<file path="src/rtl/dtmf_pkg.sv">
package dtmf_pkg;

  localparam int unsigned ROW_HZ [4] = '{697, 770, 852, 941};
  localparam int unsigned COL_HZ [4] = '{1209, 1336, 1477, 1633};

  typedef enum logic [1:0] {
    TM_IDLE  = 2'd0,
    TM_TONE  = 2'd1,
    TM_PAUSE = 2'd2
  } tmr_state_e;

  // nearest-integer clock divider for one sample step of a tone
  function automatic int unsigned tone_div(int unsigned ref_hz, int unsigned hz,
                                           int unsigned steps);
    return (ref_hz + (hz * steps) / 2) / (hz * steps);
  endfunction

  // rounded sine sample, computed at elaboration
  function automatic int sine_code(int k, int steps, int amp);
    real x;
    x = real'(amp) * $sin(2.0 * 3.14159265358979 * real'(k) / real'(steps));
    if (x >= 0.0) return $rtoi(x + 0.5);
    else          return -$rtoi(-x + 0.5);
  endfunction

endpackage

</file>
<file path="src/rtl/dtmf_keymap.sv">
module dtmf_keymap (
  input  logic [3:0] code,
  output logic [1:0] row_idx,
  output logic [1:0] col_idx
);
  always_comb begin
    unique case (code)
      4'd1:  begin row_idx = 2'd0; col_idx = 2'd0; end
      4'd2:  begin row_idx = 2'd0; col_idx = 2'd1; end
      4'd3:  begin row_idx = 2'd0; col_idx = 2'd2; end
      4'd4:  begin row_idx = 2'd1; col_idx = 2'd0; end
      4'd5:  begin row_idx = 2'd1; col_idx = 2'd1; end
      4'd6:  begin row_idx = 2'd1; col_idx = 2'd2; end
      4'd7:  begin row_idx = 2'd2; col_idx = 2'd0; end
      4'd8:  begin row_idx = 2'd2; col_idx = 2'd1; end
      4'd9:  begin row_idx = 2'd2; col_idx = 2'd2; end
      4'd10: begin row_idx = 2'd3; col_idx = 2'd1; end
      4'd11: begin row_idx = 2'd3; col_idx = 2'd0; end
      4'd12: begin row_idx = 2'd3; col_idx = 2'd2; end
      4'd13: begin row_idx = 2'd0; col_idx = 2'd3; end
      4'd14: begin row_idx = 2'd1; col_idx = 2'd3; end
      4'd15: begin row_idx = 2'd2; col_idx = 2'd3; end
      default: begin row_idx = 2'd3; col_idx = 2'd3; end
    endcase
  end
endmodule

</file>
<file path="src/rtl/dtmf_tone_seq.sv">
module dtmf_tone_seq #(
  parameter int unsigned DIV_W = 16,
  parameter int unsigned STEPS = 32,
  parameter int unsigned SMP_W = 8
) (
  input  logic                    clk,
  input  logic                    rst_n,
  input  logic                    run,
  input  logic [DIV_W-1:0]        div,
  output logic signed [SMP_W-1:0] sample
);
  import dtmf_pkg::*;

  localparam int unsigned PH_W = $clog2(STEPS);
  localparam int          AMP  = (1 << (SMP_W - 1)) - 1;

  logic signed [SMP_W-1:0] tbl [STEPS];
  for (genvar k = 0; k < STEPS; k++) begin : g_tbl
    assign tbl[k] = SMP_W'(sine_code(k, STEPS, AMP));
  end

  logic [DIV_W-1:0] cnt_q, cnt_d;
  logic [PH_W-1:0]  phase_q, phase_d;
  logic             step;

  always_comb begin
    step    = (cnt_q >= div - DIV_W'(1));
    cnt_d   = cnt_q;
    phase_d = phase_q;
    if (!run) begin
      cnt_d   = '0;
      phase_d = '0;
    end else if (step) begin
      cnt_d   = '0;
      phase_d = phase_q + PH_W'(1);
    end else begin
      cnt_d   = cnt_q + DIV_W'(1);
    end
  end

  always_ff @(posedge clk or negedge rst_n) begin
    if (!rst_n) begin
      cnt_q   <= '0;
      phase_q <= '0;
    end else begin
      cnt_q   <= cnt_d;
      phase_q <= phase_d;
    end
  end

  assign sample = tbl[phase_q];

  AST_DIV_NONZERO: assert property (@(posedge clk) disable iff (!rst_n)
    run |-> div != '0);
  AST_PHASE_STEP: assert property (@(posedge clk) disable iff (!rst_n)
    (run && $past(run) && phase_q != $past(phase_q)) |-> phase_q == $past(phase_q) + PH_W'(1));
  AST_IDLE_PHASE0: assert property (@(posedge clk) disable iff (!rst_n)
    !$past(run) |-> phase_q == '0);

endmodule

</file>
<file path="src/rtl/dtmf_burst_timer.sv">
module dtmf_burst_timer #(
  parameter int unsigned BURST_CYC = 357955
) (
  input  logic clk,
  input  logic rst_n,
  input  logic burst_en,
  input  logic ext_burst,
  input  logic tx_en,
  input  logic start,
  output logic gate,
  output logic ready
);
  import dtmf_pkg::*;

  localparam int unsigned CNT_W = $clog2(2 * BURST_CYC);
  localparam logic [CNT_W-1:0] LAST_N = CNT_W'(BURST_CYC - 1);
  localparam logic [CNT_W-1:0] LAST_X = CNT_W'(2 * BURST_CYC - 1);

  tmr_state_e       state_q, state_d;
  logic [CNT_W-1:0] cnt_q, cnt_d;
  logic             ext_q, ext_d;
  logic             gate_q, gate_d;
  logic             at_end;

  always_comb begin
    state_d = state_q;
    cnt_d   = cnt_q;
    ext_d   = ext_q;
    at_end  = (cnt_q == (ext_q ? LAST_X : LAST_N));
    unique case (state_q)
      TM_IDLE: if (burst_en && start) begin
        state_d = TM_TONE;
        cnt_d   = '0;
        ext_d   = ext_burst;
      end
      TM_TONE: if (at_end) begin
        state_d = TM_PAUSE;
        cnt_d   = '0;
      end else begin
        cnt_d   = cnt_q + CNT_W'(1);
      end
      TM_PAUSE: if (at_end) begin
        state_d = TM_IDLE;
        cnt_d   = '0;
      end else begin
        cnt_d   = cnt_q + CNT_W'(1);
      end
      default: state_d = TM_IDLE;
    endcase
    if (!burst_en) begin
      state_d = TM_IDLE;
      cnt_d   = '0;
    end
    gate_d = burst_en ? (state_d == TM_TONE) : tx_en;
  end

  always_ff @(posedge clk or negedge rst_n) begin
    if (!rst_n) begin
      state_q <= TM_IDLE;
      cnt_q   <= '0;
      ext_q   <= 1'b0;
      gate_q  <= 1'b0;
    end else begin
      state_q <= state_d;
      cnt_q   <= cnt_d;
      ext_q   <= ext_d;
      gate_q  <= gate_d;
    end
  end

  assign gate  = gate_q;
  assign ready = (state_q == TM_IDLE);

  AST_TONE_LEN: assert property (@(posedge clk) disable iff (!rst_n)
    (state_q == TM_PAUSE && $past(state_q) == TM_TONE) |-> $past(cnt_q) == (ext_q ? LAST_X : LAST_N));
  AST_READY_AFTER_PAUSE: assert property (@(posedge clk) disable iff (!rst_n)
    ($rose(ready) && $past(burst_en)) |-> $past(state_q) == TM_PAUSE);
  AST_PAUSE_GATE_LOW: assert property (@(posedge clk) disable iff (!rst_n)
    (state_q == TM_PAUSE) |-> !gate_q);

endmodule

</file>
<file path="src/rtl/dtmf_burst_gen.sv">
module dtmf_burst_gen #(
  parameter int unsigned REF_HZ    = 3579545,
  parameter int unsigned STEPS     = 32,
  parameter int unsigned SMP_W     = 8,
  parameter int unsigned DIV_W     = 16,
  parameter int unsigned BURST_CYC = 357955
) (
  input  logic                  clk,
  input  logic                  rst_n,
  input  logic                  burst_en,
  input  logic                  ext_burst,
  input  logic                  tx_en,
  input  logic                  code_wr,
  input  logic [3:0]            code,
  output logic                  ready,
  output logic signed [SMP_W:0] tone_out
);
  import dtmf_pkg::*;

  // reset: asynchronous assert, synchronous release
  logic [1:0] rst_sync_q;
  logic       rst_i_n;
  always_ff @(posedge clk or negedge rst_n) begin
    if (!rst_n) rst_sync_q <= '0;
    else        rst_sync_q <= {rst_sync_q[0], 1'b1};
  end
  assign rst_i_n = rst_sync_q[1];

  // code register
  logic [3:0] code_q, code_d;
  always_comb code_d = (code_wr && ready) ? code : code_q;
  always_ff @(posedge clk or negedge rst_i_n) begin
    if (!rst_i_n) code_q <= '0;
    else          code_q <= code_d;
  end

  logic [1:0] sel [2];
  dtmf_keymap u_map (.code(code_q), .row_idx(sel[0]), .col_idx(sel[1]));

  logic gate;
  dtmf_burst_timer #(.BURST_CYC(BURST_CYC)) u_tmr (
    .clk(clk), .rst_n(rst_i_n), .burst_en(burst_en), .ext_burst(ext_burst),
    .tx_en(tx_en), .start(code_wr), .gate(gate), .ready(ready)
  );

  // divider constants per group and tone
  logic [DIV_W-1:0]        div_tbl [2][4];
  logic signed [SMP_W-1:0] smp [2];
  for (genvar g = 0; g < 2; g++) begin : g_grp
    for (genvar t = 0; t < 4; t++) begin : g_tone
      assign div_tbl[g][t] = DIV_W'(tone_div(REF_HZ, (g == 0) ? ROW_HZ[t] : COL_HZ[t], STEPS));
    end
    dtmf_tone_seq #(.DIV_W(DIV_W), .STEPS(STEPS), .SMP_W(SMP_W)) u_seq (
      .clk(clk), .rst_n(rst_i_n), .run(gate), .div(div_tbl[g][sel[g]]), .sample(smp[g])
    );
  end

  // output sum: two SMP_W samples of magnitude <= 2^(SMP_W-1)-1 fit SMP_W+1 bits
  logic signed [SMP_W:0] sum_d, sum_q;
  always_comb begin
    sum_d = '0;
    if (gate) sum_d = {smp[0][SMP_W-1], smp[0]} + {smp[1][SMP_W-1], smp[1]};
  end
  always_ff @(posedge clk or negedge rst_i_n) begin
    if (!rst_i_n) sum_q <= '0;
    else          sum_q <= sum_d;
  end
  assign tone_out = sum_q;

  AST_BUSY_WRITE_IGNORED: assert property (@(posedge clk) disable iff (!rst_i_n)
    (code_wr && !ready) |=> $stable(code_q));
  AST_SILENT_AFTER_GATE: assert property (@(posedge clk) disable iff (!rst_i_n)
    !$past(gate) |-> tone_out == '0);
  AST_CONT_READY: assert property (@(posedge clk) disable iff (!rst_i_n)
    (!burst_en && !$past(burst_en)) |-> ready);
  AST_SUM_RANGE: assert property (@(posedge clk) disable iff (!rst_i_n)
    (tone_out <= (SMP_W+1)'(2 * ((1 << (SMP_W - 1)) - 1))) && (tone_out >= -(SMP_W+1)'(2 * ((1 << (SMP_W - 1)) - 1))));

endmodule

</file>
<file path="config.mk">
export PLATFORM = sky130hd
export DESIGN_NAME = dtmf_burst_gen
export DESIGN_NICKNAME = d
export VERILOG_FILES = /design/src/rtl/dtmf_pkg.sv /design/src/rtl/dtmf_keymap.sv /design/src/rtl/dtmf_tone_seq.sv /design/src/rtl/dtmf_burst_timer.sv /design/src/rtl/dtmf_burst_gen.sv
export SDC_FILE = /design/constraint.sdc
export NUM_CORES = 1
export LEC_CHECK = 0
export BUFFER_PORTS_ARGS = -buffer_cell sky130_fd_sc_hd__buf_2
export CORE_ASPECT_RATIO = 1.5
export CORE_MARGIN = 2
export CORE_UTILIZATION = 55
export CTS_BUF_LIST = sky130_fd_sc_hd__clkbuf_8
export CTS_CLUSTER_DIAMETER = 30
export DETAILED_ROUTE_END_ITERATION = 8
export PLACE_DENSITY = 0.81
export SLEW_MARGIN = 5
export SYNTH_ARGS = -nofsm -noshare
export SYNTH_HDL_FRONTEND = slang
export SYNTH_HIERARCHICAL = 1
export SYNTH_SLANG_ARGS = --single-unit
</file>
<file path="constraint.sdc">
create_clock -name clk -period 5.08 [get_ports clk]
set_input_delay 0.508 -clock clk [delete_from_list [all_inputs] [get_ports clk]]
set_output_delay 0.508 -clock clk [all_outputs]
set_load 0.05 [all_outputs]
</file>
# Yosys cells after proc, flatten, opt, wreduce, memory -nomap -nowiden
# Memories as Yosys holds them, arrays and structs flattened.
# Cells that the tools add are included.
[op_classes]
eq_ne = 8
magnitude_cmp = 6
reduce_logical = 6
n_mux = 30
bitwise = 4
add_sub_neg = 8
[ops]
columns = ["cell", "n"]
rows = [
  ["$mux W16", 8],
  ["$mux W20", 4],
  ["$bmux W16 S2", 2],
  ["$pmux W20 S2", 1],
  ["$add A16 B1 Y16 const B", 2],
  ["$ge A16 B16 Y1", 2],
  ["$mux W8", 4],
  ["$sub A16 B1 Y16 const B", 2],
  ["$add A20 B1 Y20 const B", 1],
  ["$eq A20 B20 Y1", 1],
  ["$mux W5", 4],
  ["$ge A6 B6 Y1 const B", 2],
  ["$not A5 Y6", 2],
  ["$add A5 B1 Y5 const B", 2],
  ["$add A8 B8 Y9", 1],
  ["$mux W9", 1],
  ["$mux W2", 4],
  ["$ge A3 B3 Y1 const B", 2],
  ["$ne A3 B2 Y1 const B", 2],
  ["$not A2 Y3", 2],
  ["$pmux W2 S3", 1],
  ["$eq A2 B1 Y1 const B", 2],
  ["$ne A2 B1 Y1 const B", 2],
  ["$reduce_and A2 Y1", 2],
  ["5 further kinds", 6],
]
[word_totals]
output_inout_bits = 10
mem_count = 3
mem_bits_ro = 576
regBits = 81
[memory_table]
columns = ["memory", "words", "width", "rd", "rd_clocked_by_memory_dff", "write_ports", "line", "rtl"]
rows = [
  ["(no name shown)", 32, 8, 1, 0, 0, "dtmf_tone_seq.sv:51", "assign sample = tbl[phase_q];"],
  ["(no name shown)", 32, 8, 1, 0, 0, "dtmf_tone_seq.sv:51", ""],
  ["(no name shown)", 16, 4, 1, 0, 0, "dtmf_keymap.sv:7", "unique case (code)"],
]

# Longest topological paths before layout
# An unclocked memory read counts as a cell.
[logic_depth]
word_depth = 9
ltp_mapped = 20

# By module
# The synthesis kept the hierarchy.
[modules_own_cells]
columns = ["module", "cells_each", "instances", "area_per_inst_um2", "seq_area_each_um2"]
rows = [
  ["dtmf_tone_seq (g_grp[0].u_seq)", 246, 1, 1985.7, 525.5],
  ["dtmf_tone_seq (g_grp[1].u_seq)", 239, 1, 1964.4, 525.5],
  ["dtmf_burst_timer", 150, 1, 1462.7, 600.6],
  ["dtmf_burst_gen", 84, 1, 914.6, 375.4],
  ["dtmf_keymap", 22, 1, 181.4, 0.0],
]

# Least setup slack after synthesis
# OpenSTA, ideal clock, no wires.
[synth_path]
path_type = "flip-flop to flip-flop"
startpoint = "register code_q[0]"
endpoint = "register g_grp[0].u_seq.phase_q[3]"
path_stages_with_launch = 18
setup_slack_ns = 0.282
required_ns = 4.979
arrival_ns = 4.698
cell_sequence = "dfrtp_1 > inv_1 > ha_1 > nand2b_1 > a31oi_1 > inv_1 > ha_1 > inv_1 > or4_4 > or4_4 > nor3b_1 > xnor2_1 > ha_1 > nand4_1 > or4_1 > o32a_1 > and2_4 > o311ai_2"
[synth_lines]
columns = ["element", "line", "rtl"]
rows = [
  ["start: declaration", "dtmf_burst_gen.sv:30", "logic [3:0] code_q, code_d;"],
  ["start signal: assignment", "dtmf_burst_gen.sv:34", "else code_q <= code_d;"],
  ["end signal: assignment", "dtmf_tone_seq.sv:47", "phase_q <= phase_d;"],
  ["end: declaration", "dtmf_tone_seq.sv:23", "logic [PH_W-1:0] phase_q, phase_d;"],
]

==> metrics.csv <==
stage;metric;value;unit
die;Core ar.;11530;µm²
run_status;status;finished clean;
critical_path;Setup CP Type;reg -> reg;
sta;final setup vio count;0;
clock_tree;Longest Clk Path Bufs;2;
logic_synthesis;yosys warns;6;
logic_synthesis;Seq/Total Area, Yosys;31.14;%
sta;fmax;205.8;MHz
global_route;largest net degree at the start of global routing;80;
sta;Worst slew margin;34.61;%
final_layout;Final nets;898;
logic_synthesis;Post-Synthesis Cell Area;6509;µm²
die;full die area;12740;µm²
final_layout;final non-filler cell total;970;
global_route;first-pass GRT wire length;22.78;mm
global_route;GRT Overall Usage;22.08;%
global_route;vias in the first global route;5251;
sta;skew final;0.009614;ns
drt;drt first-iter violations;232;
logic_synthesis;Async SR Flop Fraction;100.0;%
logic_synthesis;post-synth top area share;31.14;%
sta;final hold slack;0.3607;ns
global_route;Remaining Overflow, GRT;0;
clock_tree;H-Tree Depth;3;
sta;Tmin final;4.860;ns
die;Initial Util;56.45;%
critical_path;cell family with most CP delay;simple AND/OR/NAND/NOR gates;
drt;final wirelength;13.38;mm
pwr;P_leak;0.003218;µW
clock_tree;CTS tree;yes;
sta;fin. max-slew vios;0;
flow_run;max_cap viols;0;
placed_design;Port Buffer Count;19;
die;die height;137.2;µm
drt;vias per cell;5.433;
critical_path;worst-path maximum fanout;7;
critical_path;Worst EP required;5.34;ns
final_layout;Final Core Density;62.58;%
critical_path;crit path DAT;5.12;ns
min_path;Hold Path Class;reg -> reg;
critical_path;cells along the critical path;inv_2 > ha_1 > nand2b_4 > a31oi_4 > inv_1 > ha_1 > inv_1 > or4_4 > or4_4 > nor3b_4 > xnor2_1 > ha_1 > nand4_1 > or4_4 > o32a_4 > and2_4 > o311ai_2;
final_layout;area grow syn2layout;10.86;%
clock_tree;worst skew pair latency;0.36;ns
placed_design;GPL Wtd Cong;0.8891;
final_layout;ant diodes;0;
final_layout;fraction of layout cells with a size suffix above 1;9.756;%
drt;DRC Markers;0;
logic_synthesis;top post-synthesis cells by area;dfrtp_1, ha_1, xnor2_1;
die;io pins;20;
clock_tree;Num Clock Sinks;81;
drt;ANT nets after route;0;
logic_synthesis;Post-synth EDFFs;0;
logic_synthesis;Distinct cells, synth;72;
critical_path;Buf+Inv Stages, Crit Path;3;
critical_path;Worst Setup End Kind;register;
die;number of core rows;48;
drt;DRT Pass-1 Iters;4;
logic_synthesis;syn_area_per_cell;8.784;µm²
sta;worst-margin pin slew;0.9809;ns
critical_path;Slowest-stage cell, CP;or4_4;
placed_design;DP HPWL;9.935;mm
logic_synthesis;Cells after Synth;741;
final_layout;commonest non-fill, non-tap cells in the layout;dfrtp_1, nor2_1, ha_1, nand2_1, conb_1;
logic_synthesis;largest area contributor in the netlist;dfrtp_1;
critical_path;CP Launch Type;register;
clock_tree;Reg clk slew, reported paths;0.08;ns
pwr;overall power;2181;µW
clock_tree;Num CTS Buffers;9;
final_layout;commonest non-fill, non-tap cell in the layout;dfrtp_1;
critical_path;max incr delay on CP;0.57;ns
drt;wire per inst;13.80;µm
sta;final hold vios;0;
clock_tree;Clock Root Buffer;clkbuf_8;
sta;fin crit share;95.67;%
global_route;initial antenna violation count;0;
logic_synthesis;Primary FF master, synth;dfrtp_1;
placed_design;Placed Cells incl. Taps;950;
pwr;Power per Cell Area;302.3;nW/µm²
logic_synthesis;Yosys reg bits;81;
drt;via count;5270;
die;DIE WIDTH;92.82;µm
pwr;Peak supply drop;331.9;µV
Yosys cell counts, types with 3 or more instances:
| library cell | instances |
|---|---|
| dfrtp_1 | 81 |
| nor2_1 | 76 |
| ha_1 | 72 |
| nand2_1 | 69 |
| xnor2_1 | 48 |
| nand3_1 | 39 |
| inv_1 | 38 |
| a21oi_1 | 37 |
| xor2_1 | 33 |
| nor3_1 | 24 |
| o21ai_0 | 24 |
| clkbuf_1 | 17 |
| nand2b_1 | 15 |
| and2_1 | 13 |
| nand4_1 | 12 |
| nor2b_1 | 10 |
| mux2i_1 | 9 |
| and3_1 | 7 |
| nor4_1 | 7 |
| a31oi_1 | 6 |
| and4_1 | 6 |
| mux2_2 | 5 |
| or2_2 | 5 |
| a41o_1 | 4 |
| o21a_1 | 4 |
| o31ai_1 | 4 |
| a211oi_1 | 3 |
| buf_2 | 3 |
| buf_6 | 3 |
| nand4b_1 | 3 |
| nor3b_1 | 3 |
| nor4b_1 | 3 |
| or4_4 | 3 |
report_power, final:
group / switching (µW) / leakage [µW] / internal, µW
Sequential: 79.0 / 0.00110 / 695
Clock: 229 / 0.000109 / 238
Combinational: 559 / 0.00201 / 381
layout make-up:
class	instances	area (µm²)
clock buffer	10	137.6
clock inverter	6	60.06
fill	980	4315
inverter	40	150.1
multi-input combinational	656	4492
sequential	81	2031
tap	150	187.7
timing repair buffer	27	157.7
final timing paths:
kind / from / endpoint / slack (ns) / depth (start not counted)
max: code_q[0] / g_grp[0].u_seq/phase_q[3] / 0.22 / 17
min: rst_sync_q[0] / rst_sync_q[1] / 0.36 / 0
max reg2reg: code_q[0] / g_grp[0].u_seq/phase_q[3] / 0.22 / 17
min reg2reg: rst_sync_q[0] / rst_sync_q[1] / 0.36 / 0
max in group asynchronous: rst_sync_q[1] / g_grp[0].u_seq/cnt_q[4] / 3.89 / 1
min in group asynchronous: rst_n / rst_sync_q[1] / 0.47 / 2
what timing repair did:
| item | in CTS | in global routing |
|---|---|---|
| buffers inserted | 0 | 3 |
| gates resized for setup | 1 | 9 |
| setup endpoints to repair | 2 | 21 |
| hold buffers | 1 | 0 |
| pin swaps | 0 | 7 |
| hold endpoints to repair | 2 | 0 |
metal layers:
metal / vias up / track usage [%] / wire length (µm)
met5: - / 0 / 0
met4: 0 / 8.415 / 318
met3: 23 / 3.556 / 358
met2: 83 / 42.43 / 7322
met1: 2472 / 23.96 / 5384
li1: 2692 / - / -
per-stage QoR:
step	cell area [µm²]	setup slack [ns]	setup TNS (ns)
floorplan	6734	0.2816	0
global placement	6930	0.1086	0
detailed placement	6930	-0.03244	-0.06013
CTS	7144	0.05416	0
global route	7216	-0.007919	-0.007919
finish	7216	0.2201	0
sequential cells by signal, summed over array words and instances, names as in the netlist:
signal and count:
g_grp.u_seq/cnt_q 32, u_tmr/cnt_q 20, g_grp.u_seq/phase_q 10, tone_out 9, code_q 4, rst_sync_q 2
u_tmr/state_q 2, u_tmr/ext_q 1, u_tmr/gate 1
kinds of logic after synthesis:
family | after synthesis | share of synthesized area, %
AO/OA/AOI/OAI | 115 | 12.11
XOR/XNOR | 81 | 10.90
adder cells (fa/ha/maj) | 73 | 14.15
buffers and inverters | 64 | 4.152
flip-flops | 81 | 31.14
multiplexers | 16 | 2.941
other | 2 | 0.1154
AND/OR/NAND/NOR | 309 | 24.49
Power figures use the tool's default switching activity.
